===== src/rtl/mode_sw_pkg.sv =====
package mode_sw_pkg;

    typedef enum logic [2:0] {
        ST_IDLE  = 3'd0,
        ST_DRAIN = 3'd1,
        ST_SPILL = 3'd2,
        ST_UNITS = 3'd3,
        ST_FILL  = 3'd4
    } sw_state_e;

    typedef struct packed {
        sw_state_e state;
        logic      mode_ooo;
        logic      target_ooo;
        logic      units_on;
    } sw_regs_t;

endpackage


===== src/rtl/mode_policy.sv =====
module mode_policy #(
    parameter int CNT_W     = 4,
    parameter int OOO_LIMIT = 2
) (
    input  logic [CNT_W-1:0] thread_cnt,
    output logic             want_ooo
);
    localparam logic [CNT_W-1:0] LIMIT_V = CNT_W'(OOO_LIMIT);

    always_comb begin
        want_ooo = (thread_cnt <= LIMIT_V);
    end
endmodule


===== src/rtl/switch_seq.sv =====
module switch_seq
    import mode_sw_pkg::*;
(
    input  logic clk,
    input  logic rst_n,
    input  logic want_ooo,
    input  logic pipe_empty,
    input  logic xfer_ack,
    output logic xfer_req,
    output logic xfer_fill,
    output logic rat_load,
    output logic units_on,
    output logic mode_ooo,
    output logic busy
);
    sw_regs_t r_d, r_q;

    always_comb begin
        r_d = r_q;
        unique case (r_q.state)
            ST_IDLE: begin
                if (want_ooo != r_q.mode_ooo) begin
                    r_d.target_ooo = want_ooo;
                    r_d.state      = ST_DRAIN;
                end
            end
            ST_DRAIN: begin
                if (pipe_empty) r_d.state = ST_SPILL;
            end
            ST_SPILL: begin
                if (xfer_ack) begin
                    r_d.units_on = r_q.target_ooo;
                    r_d.state    = ST_UNITS;
                end
            end
            ST_UNITS: begin
                r_d.state = ST_FILL;
            end
            ST_FILL: begin
                if (xfer_ack) begin
                    r_d.mode_ooo = r_q.target_ooo;
                    r_d.state    = ST_IDLE;
                end
            end
            default: r_d.state = ST_IDLE;
        endcase
    end

    always_ff @(posedge clk) begin
        if (!rst_n) begin
            r_q.state      <= ST_IDLE;
            r_q.mode_ooo   <= 1'b1;
            r_q.target_ooo <= 1'b1;
            r_q.units_on   <= 1'b1;
        end else begin
            r_q <= r_d;
        end
    end

    always_comb begin
        xfer_req  = (r_q.state == ST_SPILL) || (r_q.state == ST_FILL);
        xfer_fill = (r_q.state == ST_FILL);
        rat_load  = (r_q.state == ST_FILL) && r_q.target_ooo;
        units_on  = r_q.units_on;
        mode_ooo  = r_q.mode_ooo;
        busy      = (r_q.state != ST_IDLE);
    end


    idle_no_req_chk: assert property (@(posedge clk) disable iff (!rst_n)
        !busy |-> !xfer_req);


    spill_after_drain_chk: assert property (@(posedge clk) disable iff (!rst_n)
        (xfer_req && !xfer_fill && !$past(xfer_req)) |-> $past(pipe_empty));


    req_hold_chk: assert property (@(posedge clk) disable iff (!rst_n)
        (xfer_req && !xfer_ack) |=> (xfer_req && $stable(xfer_fill)));


    units_window_chk: assert property (@(posedge clk) disable iff (!rst_n)
        !$stable(units_on) |-> (busy && !xfer_req && $past(xfer_req && xfer_ack)));


    rat_only_fill_chk: assert property (@(posedge clk) disable iff (!rst_n)
        rat_load |-> (xfer_req && xfer_fill && units_on));


    mode_on_fill_ack_chk: assert property (@(posedge clk) disable iff (!rst_n)
        !$stable(mode_ooo) |-> ($past(xfer_req && xfer_fill && xfer_ack) && !busy));
endmodule


===== src/rtl/mode_switch_ctrl.sv =====
module mode_switch_ctrl #(
    parameter int MAX_THREADS = 8,
    parameter int OOO_LIMIT   = 2,
    parameter int CNT_W       = $clog2(MAX_THREADS + 1)
) (
    input  logic             clk,
    input  logic             rst_n,
    input  logic [CNT_W-1:0] active_threads,
    input  logic             pipe_empty,
    input  logic             xfer_ack,
    output logic             xfer_req,
    output logic             xfer_fill,
    output logic             rat_load,
    output logic             rename_en,
    output logic             ooo_sched_en,
    output logic             ldq_en,
    output logic             mode_ooo,
    output logic             busy
);
    logic want_ooo;
    logic units_on;

    mode_policy #(
        .CNT_W    (CNT_W),
        .OOO_LIMIT(OOO_LIMIT)
    ) u_policy (
        .thread_cnt(active_threads),
        .want_ooo  (want_ooo)
    );

    switch_seq u_seq (
        .clk       (clk),
        .rst_n     (rst_n),
        .want_ooo  (want_ooo),
        .pipe_empty(pipe_empty),
        .xfer_ack  (xfer_ack),
        .xfer_req  (xfer_req),
        .xfer_fill (xfer_fill),
        .rat_load  (rat_load),
        .units_on  (units_on),
        .mode_ooo  (mode_ooo),
        .busy      (busy)
    );

    always_comb begin
        rename_en    = units_on;
        ooo_sched_en = units_on;
        ldq_en       = units_on;
    end


    units_match_mode_chk: assert property (@(posedge clk) disable iff (!rst_n)
        !busy |-> (rename_en == mode_ooo && ldq_en == mode_ooo && ooo_sched_en == mode_ooo));
endmodule


===== config.mk =====
export PLATFORM = sky130hd
export DESIGN_NAME = mode_switch_ctrl
export DESIGN_NICKNAME = d
export VERILOG_FILES = /design/src/rtl/mode_sw_pkg.sv /design/src/rtl/mode_policy.sv /design/src/rtl/switch_seq.sv /design/src/rtl/mode_switch_ctrl.sv
export SDC_FILE = /design/constraint.sdc
export NUM_CORES = 1
export LEC_CHECK = 0
export BUFFER_PORTS_ARGS = -buffer_cell sky130_fd_sc_hd__buf_2
export CORE_AREA = 2 2 39 41
export DETAILED_ROUTE_END_ITERATION = 8
export DIE_AREA = 0 0 41 43
export HOLD_SLACK_MARGIN = 0.12
export SYNTH_ARGS = -nofsm -noshare
export SYNTH_HDL_FRONTEND = slang
export SYNTH_SLANG_ARGS = --single-unit

===== constraint.sdc =====
create_clock -name clk -period 1 [get_ports clk]
set_input_delay 0.05 -clock clk [delete_from_list [all_inputs] [get_ports clk]]
set_output_delay 0.05 -clock clk [all_outputs]
set_load 0.02 [all_outputs]

==> summary.txt <==
Run status
  – Status: complete, but fails checks
  – Failing checks: negative setup slack

Finish
  – Fin nets: 77
  – Layout cell share with drive strength beyond 1: 62.7%
  – Most frequent cells in the layout: buf_6, buf_2, a21oi_1, buf_4
  – Fillers: between 100 and 150
  – Commonest non-fill, non-tap cell in the layout: buf_6
  – Inserted Diodes: 0
  – Area Overhead vs Synth: 87.4%

Routing
  – Drt first pass iters: 2
  – DRC errors left: 0
  – DR WL/cell: 12.4 um
  – Vias per cell: 4.69
  – Routed Antenna Nets: 0
  – Via count: 389
  – Initial DRC count: 3
  – Final wirelength: 1030 um

STA
  – Final worst setup slack: -0.241 ns
  – RSZ-0062 raised after global routing: yes
  – Rel. slew slack: 77.1%
  – Worst Skew: 0.00372 ns
  – Fmax achieved: roughly 800 MHz
  – Slew @ Worst Pin: 0.342 ns
  – Minimum clock period: 1.24 ns
  – Final Setup Violations: 10
  – Fin. Hold Viols: 0
  – Max-slew violations: 0
  – Final period util: 124%
  – Fin Hold WS: about 0.22 ns

Die
  – Core footprint: about 0.0014 mm2
  – Die W: approximately 41 um
  – Ports: 16
  – Die Span Y: 43 um
  – Die area: 0.00176 mm2
  – Site row count: 14
  – Initial Util: 25.8%

GRT
  – Largest net degree at the start of global routing: 12
  – Global-route usage over all layers: 14.0%
  – Global route total overflow: 0
  – Initial antenna violation count: 0
  – Vias in the first global route: 372
  – First-pass GRT wire length: 1610 um

Critical path
  – Crit start category: flip-flop
  – FF-to-FF setup slack: -0.24 ns
  – CP top delay family: simple AND/OR/NAND/NOR gates
  – Crit Path Max Fanout: 7
  – Critical path capture point type: flip-flop
  – Cell-by-cell trace of the critical path: buf_6, buf_6, and4bb_2, mux2i_1, nand2_1
  – WP buf/inv: 2
  – Crit-path max cell delay: approximately 0.35 ns
  – Critical path arrival: 1.38 ns
  – Crit Path Class: reg2reg
  – Critical Path RT: around 1.1 ns
  – Crit-path most repeated cell: buf_6
  – CP max stage cell: dfxtp_4

Yosys
  – Syn Std Cell Area: 357 um2
  – Synth cell types: 21
  – Area leader, netlist: dfxtp_1
  – Seq cells post-synth: 6
  – Syn nets: 47
  – Synth top area cells: dfxtp_1, and4bb_2, a211oi_4, a21oi_1, mux2i_1
  – Yosys Warn Count: 0
  – Synth Instances: 39
  – Seq/Total Area, Yosys: 33.7%
  – Synthesized area per cell: about 9 um2
  – Share of the synthesized area in the top cell type: about a third

Placed design
  – Post-DP HPWL: 604 um
  – Pre-CTS WS: -0.112 ns
  – Global placer's final weighted congestion: 0.655
  – Port buffer count: 15

Clock tree
  – Sink Count: 6
  – CTS root buffer: clkbuf_4
  – H-tree depth: 1
  – Worst-skew pair later-pin latency: 0.25 ns
  – Clock tree buffer depth: 2
  – CTS tree: built
  – Inserted Clock Buffers: 3
  – Clk pin slew, worst setup/hold paths: 0.05 ns

Job
  – Max_cap viols: 0

Power
  – Static leakage: 0.000277 uW
  – Peak supply drop: roughly 930 uV
  – Pwr Density: 1180 mW/mm2

Hold path
  – Hold Crit Class: in2reg
## per-stage QoR
| step | area, um2 | total power (uW) | std cells | utilization [%] | TNS, ns |
|---|---|---|---|---|---|
| 6_report | 668 | 786 | 83 | 48.3 | -1.60 |
| 5_1_grt | 668 | 829 | 83 | 48.3 | -2.08 |
| 4_1_cts | 661 | 784 | 83 | 47.7 | -1.84 |
| 3_5_place_dp | 490 | 472 | 71 | 35.4 | -0.422 |
| 3_3_place_gp | 490 | 468 | 71 | 35.4 | -0.280 |
| 2_1_floorplan | 392 | 415 | 39 | - | -0.244 |
## synthesized netlist by cell type, drive strengths merged
library cell and n:
nand3b 1, a21oi 4, xnor2 2, and2 1
nand2b 1, nor3 2, nor3b 1, inv 3
and3b 1, a31oi 2, o21ai 1, mux2i 2
a2111oi 1, dfxtp 6, nor2 1, a211oi 2
nand2 2, and4bb 2, buf 4
## registers in the layout (all words and copies together), names as in the netlist
| signal | count |
|---|---|
| u_seq.r_q | 4 |
| u_seq.mode_ooo | 1 |
| u_seq.units_on | 1 |
## tightest hold or removal path, delay by kind of cell
family	cells	cell delay, ns
compound gates	3	0.25
buf+inv	1	0.10
## where the power goes
group,switching (uW),leakage [uW],internal [uW],total (uW)
Combinational,121,0.000212,149,270
Clock,90.6,0.0000138,136,227
Sequential,30.7,0.0000513,258,289
Total,242,0.000277,544,786
## worst paths after layout
kind | start | endpoint | cells past startpoint
min reg2reg | u_seq.mode_ooo | u_seq.r_q[1] | 1
max reg2reg | u_seq.r_q[3] | u_seq.mode_ooo | 5
min | active_threads[2] | u_seq.r_q[1] | 4
max | u_seq.r_q[3] | u_seq.mode_ooo | 5
## area by class of cell
| type | count | area (um2) | area share (%) |
|---|---|---|---|
| multi-input combinational | 26 | 243 | 36.3 |
| timing repair buffer | 29 | 240 | 36.0 |
| sequential | 6 | 131 | 19.7 |
| clock buffer | 3 | 22.5 | 3.37 |
| tap | 16 | 20.0 | 3.00 |
| inverter | 3 | 11.3 | 1.69 |
## metal layers
layer  GRT usage [%]  routed length, um
met5               0                  0
met4            2.00                  0
met3            7.85                 50
met2            21.6                523
met1            17.0                453
## kinds of logic (layout without fill, tap and decap cells)
| family | Yosys count | after routing | share of synthesized area, % |
|---|---|---|---|
| simple gates | 12 | 12 | 23.2 |
| mux | 2 | 2 | 5.61 |
| xor+xnor | 2 | 2 | 4.91 |
| buf+inv | 7 | 35 | 10.2 |
| flops | 6 | 6 | 33.7 |
| compound gates | 10 | 10 | 22.5 |
## repair_timing
| item | in CTS | in global routing |
|---|---|---|
| pin swaps | 7 | 8 |
| buffers inserted | 7 | 0 |
| endpoints found under the hold margin | 4 | 0 |
| hold buffers | 2 | 0 |
| setup endpoints to repair | 9 | 10 |
| gates resized for setup | 21 | 2 |
(Power assumes the default switching activity.)
